<file path="src/rtl/wdt_pkg.sv">
// Shared types for the two-key watchdog.
// Assumes: nothing beyond IEEE 1800-2017.
package wdt_pkg;
    // Which clear key arrived last without its partner.
    typedef enum logic [1:0] {
        KEY_NONE = 2'd0,
        KEY_A    = 2'd1,
        KEY_B    = 2'd2
    } key_e;
endpackage

</file>
<file path="src/rtl/wdt_key_seq.sv">
// Clear-key sequencer: decides when the clear commands form a valid clear.
// Pair mode needs key A then B or B then A; single mode takes either key.
// Assumes: keys are one-cycle pulses, already gated off during power-down.
module wdt_key_seq
    import wdt_pkg::*;
(
    input  logic clk,
    input  logic rst_n,
    input  logic single_i,
    input  logic key_a_i,
    input  logic key_b_i,
    input  logic flush_i,
    output logic complete_o
);
    key_e last_q;
    key_e last_d;

    // Combine the incoming keys with the remembered one.
    always_comb begin
        if (single_i) begin
            complete_o = key_a_i | key_b_i;
        end else begin
            complete_o = (key_a_i & key_b_i)
                       | (key_a_i & (last_q == KEY_B))
                       | (key_b_i & (last_q == KEY_A));
        end
        if (flush_i || complete_o) last_d = KEY_NONE;
        else if (key_a_i)          last_d = KEY_A;
        else if (key_b_i)          last_d = KEY_B;
        else                       last_d = last_q;
    end

    // Hold the key history.
    always_ff @(posedge clk) begin
        if (!rst_n) last_q <= KEY_NONE;
        else        last_q <= last_d;
    end

    // a repeated key never completes a pair.
    assert_repeat_a_inert_R4: assert property (@(posedge clk) disable iff (!rst_n)
        (!single_i && key_a_i && !key_b_i && last_q == KEY_A) |-> !complete_o);
    assert_repeat_b_inert_R4: assert property (@(posedge clk) disable iff (!rst_n)
        (!single_i && key_b_i && !key_a_i && last_q == KEY_B) |-> !complete_o);
endmodule

</file>
<file path="src/rtl/wdt_timebase.sv">
// Watchdog time base: counts clock edges and flags expiry at the tap period.
// Assumes: tap_sel is stable while running; a smaller tap expires at once.
module wdt_timebase #(
    parameter int BASE_LOG = 12,
    parameter int TAPS     = 4,
    localparam int TSW     = (TAPS > 1) ? $clog2(TAPS) : 1,
    localparam int CW      = BASE_LOG + TAPS - 1
) (
    input  logic           clk,
    input  logic           rst_n,
    input  logic [TSW-1:0] tap_sel,
    input  logic           restart_i,
    output logic           expire_o
);
    logic [CW-1:0] cnt_q;
    logic [CW:0]   lim_w;
    int unsigned   tap_eff;
    logic          hit;

    // Last count value of the selected period.
    always_comb begin
        tap_eff = (int'(tap_sel) >= TAPS) ? TAPS - 1 : int'(tap_sel);
        lim_w   = ({{CW{1'b0}}, 1'b1} << (BASE_LOG + tap_eff)) - {{CW{1'b0}}, 1'b1};
        hit     = ({1'b0, cnt_q} >= lim_w);
        expire_o = hit & ~restart_i;
    end

    // Count up; restart on command or expiry.
    always_ff @(posedge clk) begin
        if (!rst_n || restart_i || hit) cnt_q <= '0;
        else                            cnt_q <= cnt_q + 1'b1;
    end

    // an expiry always restarts the count.
    assert_expire_restarts_R2: assert property (@(posedge clk) disable iff (!rst_n)
        expire_o |=> cnt_q == '0);
    // a restart request masks expiry.
    assert_restart_masks_R10: assert property (@(posedge clk) disable iff (!rst_n)
        restart_i |-> !expire_o);
endmodule

</file>
<file path="src/rtl/wdt_status.sv">
// Status and request logic: TO/PD flags, power-down state, output pulses.
// Priority on one edge: halt, then completed clear, then expiry.
// Assumes: expire_i is already masked by halt and clear.
module wdt_status (
    input  logic clk,
    input  logic rst_n,
    input  logic halt_i,
    input  logic clear_i,
    input  logic expire_i,
    output logic asleep_o,
    output logic to_o,
    output logic pd_o,
    output logic rst_req_o,
    output logic wake_o
);
    // Update flags, sleep state and one-cycle requests.
    always_ff @(posedge clk) begin
        if (!rst_n) begin
            to_o      <= 1'b0;
            pd_o      <= 1'b0;
            asleep_o  <= 1'b0;
            rst_req_o <= 1'b0;
            wake_o    <= 1'b0;
        end else begin
            rst_req_o <= expire_i & ~asleep_o;
            wake_o    <= expire_i & asleep_o;
            if (halt_i) begin
                pd_o     <= 1'b1;
                to_o     <= 1'b0;
                asleep_o <= 1'b1;
            end else if (clear_i) begin
                pd_o <= 1'b0;
                to_o <= 1'b0;
            end else if (expire_i) begin
                to_o     <= 1'b1;
                asleep_o <= 1'b0;
            end
        end
    end

    assert_one_request_R8: assert property (@(posedge clk) disable iff (!rst_n)
        !(rst_req_o && wake_o));
    assert_expire_sets_to_R7: assert property (@(posedge clk) disable iff (!rst_n)
        expire_i |=> to_o);
    assert_halt_flags_R6: assert property (@(posedge clk) disable iff (!rst_n)
        halt_i |=> (pd_o && !to_o && asleep_o));
    assert_clear_flags_R3: assert property (@(posedge clk) disable iff (!rst_n)
        (clear_i && !halt_i) |=> (!pd_o && !to_o));
    assert_wake_keeps_pd_R8: assert property (@(posedge clk) disable iff (!rst_n)
        (expire_i && asleep_o) |=> (pd_o && wake_o && !asleep_o));
endmodule

</file>
<file path="src/rtl/wdt_two_key.sv">
// Two-key watchdog top: ties key sequencer, time base and status together.
// Keys are ignored in power-down; a halt or a timeout flushes a half-entered pair.
// Assumes: all command inputs are synchronous one-cycle pulses.
module wdt_two_key #(
    parameter int BASE_LOG = 12,
    parameter int TAPS     = 4,
    localparam int TSW     = (TAPS > 1) ? $clog2(TAPS) : 1
) (
    input  logic           clk,
    input  logic           rst_n,
    input  logic [TSW-1:0] tap_sel,
    input  logic           single_clr_en,
    input  logic           clr_key_a,
    input  logic           clr_key_b,
    input  logic           halt_cmd,
    output logic           wdt_reset,
    output logic           wake_req,
    output logic           to_flag,
    output logic           pd_flag
);
    logic asleep;
    logic key_a_g;
    logic key_b_g;
    logic clear_ok;
    logic expire;
    logic restart;

    // Gate keys in power-down and form the restart request.
    always_comb begin
        key_a_g = clr_key_a & ~asleep;
        key_b_g = clr_key_b & ~asleep;
        restart = halt_cmd | clear_ok;
    end

    wdt_key_seq u_keys (
        .clk        (clk),
        .rst_n      (rst_n),
        .single_i   (single_clr_en),
        .key_a_i    (key_a_g),
        .key_b_i    (key_b_g),
        .flush_i    (halt_cmd | expire),
        .complete_o (clear_ok)
    );

    wdt_timebase #(.BASE_LOG(BASE_LOG), .TAPS(TAPS)) u_time (
        .clk       (clk),
        .rst_n     (rst_n),
        .tap_sel   (tap_sel),
        .restart_i (restart),
        .expire_o  (expire)
    );

    wdt_status u_stat (
        .clk       (clk),
        .rst_n     (rst_n),
        .halt_i    (halt_cmd),
        .clear_i   (clear_ok),
        .expire_i  (expire),
        .asleep_o  (asleep),
        .to_o      (to_flag),
        .pd_o      (pd_flag),
        .rst_req_o (wdt_reset),
        .wake_o    (wake_req)
    );

    // keys in power-down never complete a clear.
    assert_sleep_keys_inert_R9: assert property (@(posedge clk) disable iff (!rst_n)
        (asleep && !halt_cmd) |-> !clear_ok);
endmodule

</file>
<file path="config.mk">
export PLATFORM = sky130hd
export DESIGN_NAME = wdt_two_key
export DESIGN_NICKNAME = d
export VERILOG_FILES = /design/src/rtl/wdt_pkg.sv /design/src/rtl/wdt_key_seq.sv /design/src/rtl/wdt_timebase.sv /design/src/rtl/wdt_status.sv /design/src/rtl/wdt_two_key.sv
export SDC_FILE = /design/constraint.sdc
export NUM_CORES = 1
export LEC_CHECK = 0
export ABC_AREA = 1
export CAP_MARGIN = 20
export CORE_MARGIN = 2
export CORE_UTILIZATION = 30
export DETAILED_ROUTE_END_ITERATION = 7
export PLACE_DENSITY_LB_ADDON = 0.08
export SLEW_MARGIN = 20
export SYNTH_ARGS = -nofsm -noshare
export SYNTH_HDL_FRONTEND = slang
export SYNTH_SLANG_ARGS = --single-unit
</file>
<file path="constraint.sdc">
create_clock -name clk -period 1.77 [get_ports clk]
set_clock_uncertainty 0.2 [all_clocks]
set_input_delay 0.354 -clock clk [delete_from_list [all_inputs] [get_ports clk]]
set_output_delay 0.354 -clock clk [all_outputs]
set_load 0.02 [all_outputs]
</file>
* Word-level counts from Yosys, hierarchy flattened
Index checks and enable logic that the tools add are counted.
** Cells by class
- Add/sub/neg operators :: 3
- Order comparisons :: 1
- Equal/unequal tests :: 3
- Shifts and indexed selects :: 1
- Mux-type cells :: 8
- Bitwise operators :: 16
- Reductions and logical operators :: 11
** Operators with widths (count)
- $shl 1x32->16 const A :: 1
- $ge 15x16->1 :: 1
- $sub 16x1->16 const B :: 1
- $add 15x1->15 const B :: 1
- $and 1x1->1 :: 8
- $mux 1 :: 8
- $reduce_bool 2->1 :: 3
- $reduce_or 3->1 :: 2
- $add 4x2->5 const A :: 1
- $or 1x1->1 :: 5
- $logic_or 1x1->1 :: 3
- $not 1->1 :: 3
- $eq 2x1->1 const B :: 1
- $eq 2x2->1 const B :: 1
- $ne 2x2->1 const B :: 1
- $reduce_and 2->1 :: 1
- $reduce_or 2->1 :: 1
- $logic_not 1->1 :: 1
** Word-level totals
- Register bits after elaboration :: 22
- Input bits :: 8
- Output and inout port bits :: 4
- Logic and storage cells :: 51

* Longest topological paths before layout
- Depth in word-level cells :: 12
- Gate-level depth with buffers :: 10
- Mapped depth without buffers :: 10

* By module
Synthesis repeated with hierarchy kept, for this count alone.
** Unflattened totals
- Cells, all modules :: 168
- Area total of the unflattened synthesis :: 1159.9 um^2
** Modules (own cells, without submodules)
- wdt_timebase :: times used 1, cells each 120, area an instance 828.3 um^2, sequential area each 300.3 um^2
- wdt_status :: times used 1, cells each 20, area an instance 173.9 um^2, sequential area each 100.1 um^2
- wdt_key_seq :: times used 1, cells each 19, area an instance 123.9 um^2, sequential area each 40.0 um^2
- wdt_two_key :: times used 1, cells each 9, area an instance 33.8 um^2, sequential area each 0.0 um^2

* Worst setup path after synthesis
No wires, ideal clock.
- Path kind :: input-to-reg
- From :: input port tap_sel[0]
- To :: register u_keys.last_q[0]
- Library setup time :: 0.124 ns
- Arrival :: 1.380 ns
- Data required time :: 1.446 ns
- Path slack :: 0.065 ns
- Stages on the path :: 10
- Path buffers :: 1
- Cells stage by stage :: nand2_1 -> ha_1 -> nand2_1 -> nor2_1 -> nand2_2 -> nor2_4 -> nor2_4 -> nand2_4 -> buf_12 -> nor2_4
** Between the ends
- Longest elaborated chain between the ends :: 8
** RTL lines
- start: declaration :: line wdt_two_key.sv:11 : input logic [TSW-1:0] tap_sel,
- $add 4x2->5 :: line wdt_timebase.sv:23 : lim_w = ({{CW{1'b0}}, 1'b1} << (BASE_LOG + tap_eff)) - {{CW{1'b0}}, 1'b1};
- $shl 1x32->16 :: line wdt_timebase.sv:23
- $sub 16x1->16 :: line wdt_timebase.sv:23
- $ge 15x16->1 :: line wdt_timebase.sv:24 : hit = ({1'b0, cnt_q} >= lim_w);
- $and 1x1->1 :: line wdt_timebase.sv:25 : expire_o = hit & ~restart_i;
- $or 1x1->1 :: line wdt_two_key.sv:41 : .flush_i (halt_cmd | expire),
- $logic_or 1x1->1 :: line wdt_key_seq.sv:27 : if (flush_i || complete_o) last_d = KEY_NONE;
- $reduce_or 2->1 (no line)
- end signal: assignment :: line wdt_key_seq.sv:36 : else last_q <= last_d;
- end: declaration :: line wdt_key_seq.sv:15 : key_e last_q;
Every way passes these cells.
A chain may end at the register's enable or synchronous reset.

* Worst setup path in the final report
- From :: register u_stat.rst_req_o
- To :: output port wdt_reset
** RTL lines
- start: declaration :: line wdt_status.sv:13 : output logic rst_req_o,
- start signal: assignment :: line wdt_status.sv:25 : rst_req_o <= expire_i & ~asleep_o;
- end: declaration :: line wdt_two_key.sv:16 : output logic wdt_reset,
No word-level cell between the ends.

==> impl_results.md <==
- Post-DP HPWL: 1775 um
- PortBufs: 11
- Max_cap viols: 0
- CP max FO: 1
- Core Footprint: between 4000 and 5000 um^2
- Most common cell after layout, fill and taps aside: nand2_1
- Multiplexer share of the synthesized area: 0%
- GR met3 Demand/Resource: under 10%
- Grt total ovfl: 0
- Setup Crit Path Kind: reg -> out
- Die X: between 60 and 70 um
- Post-Syn Nets: about 170
- Setup crit end: wdt_reset
- Crit path from: u_stat.rst_req_o
- # diodes: 0
- Nature of the critical path startpoint: flip-flop
- Cell Area, Synth: around 1300 um^2
- Worst path bufs/invs: 1
- #FFs+latches synth: 22
- Initial antenna violation count: 0
- Synth area leaders: dfxtp_1, nor2_4, nand2_1, inv_1, nor2_1
- Clock buffer depth: 2
- Library cells used by synthesis: 21
- CTS tree: yes
- Critical R2R Launch: u_time.cnt_q[13]
- Layout cell share with drive strength beyond 1: slightly below 30%
- Pwr Density: ~610 nW/um^2
- Yosys warns: 0
- Grt peak-use layer: met2
- Fin crit period: 1.712 ns
- Initial DRC Count: 20
- Num CTS Buffers: 3
- # fillers: 425
- Synth area leader: dfxtp_1
- CTS Hold Bufs: 0
- Hold slack: 0.2482 ns
- R2R Setup Slk: between 0.1 and 0.15 ns
- Remaining DRCs: 0
- Share of the synthesized area in the top cell type: 34.75%
- Via count: 980
- F_max: roughly 580 MHz
- Die area: around 4800 um^2
- Final core area utilization: between 40% and 50%
- Most frequent cells in the layout: nand2_1, dfxtp_1, inv_1, nor2_1, nor2_4
- Max-slew violations: 0
- Sink Count: 22
- Clock root cell: clkbuf_8
- Worst-Margin Slew: approximately 0.26 ns
- VDD IR-drop max: ~450 uV
- Post-synthesis simple-gate area fraction: 46.30%
- Final setup fails: 0
- FF-to-FF End: u_time.cnt_q[6]
- Post-DRT Antenna Nets: 0
- Avg Cell Area, Syn: approximately 8 um^2
- DRT Pass-1 Iters: 4
- Unrepaired setup endpoints after global routing: no
- Worst relative slew slack: between 80% and 90%
- Final Hold Viols: 0
- Clock latency on the worst-skew pair: 0.26 ns
- Worst Path Arrival: around 1.2 ns
- Crit-path slowest cell: clkdlybuf4s50_1
- Leakage: between 0.6 and 0.7 nW
- Post-Synth Adder-Cell Area: 3.949%
- Fin nets: 200
- Area after DPL: 1543 um^2
- Area growth syn-to-layout: 29.71%
- Die Y: just under 70 um
- CP Capture Type: output pin
- DRT Wirelength: roughly 2300 um
- Clock-pin slew on the worst setup and hold paths: 0.08 ns
- Row count: 23
- Starting Density: roughly a third
- Cell family with most CP delay: buffers and inverters
- Global-route wire length before repair: ~4100 um
- Via density: between 4 and 5
- Post-Layout Inst Area: roughly 1600 um^2
- Met1 usage: ~13%
- Synth Area in Compound Gates: between 1 and 1.5%
- Reg2Reg Depth: 9
- Htree depth: 1
- # IOs: 12
- Routability congestion estimate: roughly 0.75
- Crit-path cells: clkdlybuf4s50_1
- Crit path depth: 1
- Fin crit share: between 90% and 100%
- Max incr delay on CP: 0.59 ns
- Largest net degree at the start of global routing: 13
- Synthesized instance count: 159
- Sequential share of the synthesized area: 34.75%
- Grt met2 use: ~17%
- Required @ worst endpoint: 1.22 ns
- HP Class: reg -> reg
- WL/cell: roughly 9.6 um
- Xor and xnor area share after synthesis: between 5 and 6%
- Largest family of logic cells by synthesized area: simple AND/OR/NAND/NOR gates
- GRT Overall Usage: 10.54%
- Vias in the first global route: 916
- Status: finished clean
## worst register-to-register path, cell delays in order (launching register included)
cell	delay [ns]
dfxtp_1	0.35
ha_1	0.31
nand2_1	0.06
nor2_2	0.11
nand2_2	0.07
nor2_4	0.10
nor2_4	0.05
nand2_4	0.11
buf_16	0.16
nor2_4	0.03
## layout make-up
type	count	area, um^2	share of cell area (%)
multi-input cells	114	742.0	45.13
flip-flops and latches	22	440.4	26.79
repair buffers	25	261.5	15.91
inverters	22	82.58	5.023
well taps	50	62.56	3.805
clock buffers	4	55.05	3.349
## worst min path at each step
stage,startpoint,cells after the start,endpoint
4_1_cts,u_time.cnt_q[0],1,u_time.cnt_q[0]
3_3_place_gp,u_time.cnt_q[0],1,u_time.cnt_q[0]
5_1_grt,u_stat.pd_o,2,u_stat.pd_o
3_5_place_dp,u_time.cnt_q[0],1,u_time.cnt_q[0]
6_report,u_time.cnt_q[0],1,u_time.cnt_q[0]
2_1_floorplan,u_time.cnt_q[0],1,u_time.cnt_q[0]
## report_power, final
| part | total, mW | internal [mW] | switching [mW] | leakage, nW |
|---|---|---|---|---|
| combinational | 0.133 | 0.0681 | 0.0650 | 0.461 |
| sequential | 0.506 | 0.501 | 0.00417 | 0.178 |
| clock | 0.365 | 0.198 | 0.167 | 0.0288 |
| total | 1.00 | 0.768 | 0.236 | 0.668 |
## routing by layer
layer	vias up	routed length [um]	part of all wire (%)
met1	424	1107	49
li1	543	-	-
met3	2	78	3.4
met2	11	1078	47
met4	0	15	0.66
met5	-	0	0
## cells in the mapped netlist
cell / count
nand4_1: 3
inv_2: 2
ha_1: 4
dfxtp_1: 22
a21boi_0: 1
nor2_1: 20
a21oi_1: 1
nor2_2: 2
nand2_2: 9
nand3b_1: 2
nor2_4: 14
nand2_4: 4
nand2_1: 35
nand3_2: 2
xor2_1: 4
o21ai_0: 1
xnor2_1: 4
nand3_1: 7
buf_12: 1
nor2_8: 1
inv_1: 20
## kinds of logic after synthesis
group           after synthesis
xor+xnor                      8
compound gates                3
simple gates                 99
fa+ha+maj                     4
flops                        22
buf+inv                      23
## stage by stage
step	power [mW]	TNS [ns]	setup WS (ns)	std cells
6_report	1.004	0	0.05770	237
5_1_grt	1.058	0	0.01168	237
4_1_cts	1.022	0	0.007046	237
3_5_place_dp	0.6434	-9.829	-0.5031	232
3_3_place_gp	0.6426	-9.271	-0.4697	232
2_1_floorplan	0.5863	0	0.06527	159
## registers in the layout, indices dropped and copies added (netlist names)
signal / flops
u_time.cnt_q: 15
u_keys.last_q: 2
u_stat.asleep_o: 1
u_stat.pd_o: 1
u_stat.rst_req_o: 1
u_stat.to_o: 1
u_stat.wake_o: 1
## what timing repair did
action,CTS,global route
gates cloned,1,0
endpoints found under the setup margin,22,5
resized for setup,5,4
setup buffers,0,0
pin swaps,5,0
Power figures use the tool's default switching activity.
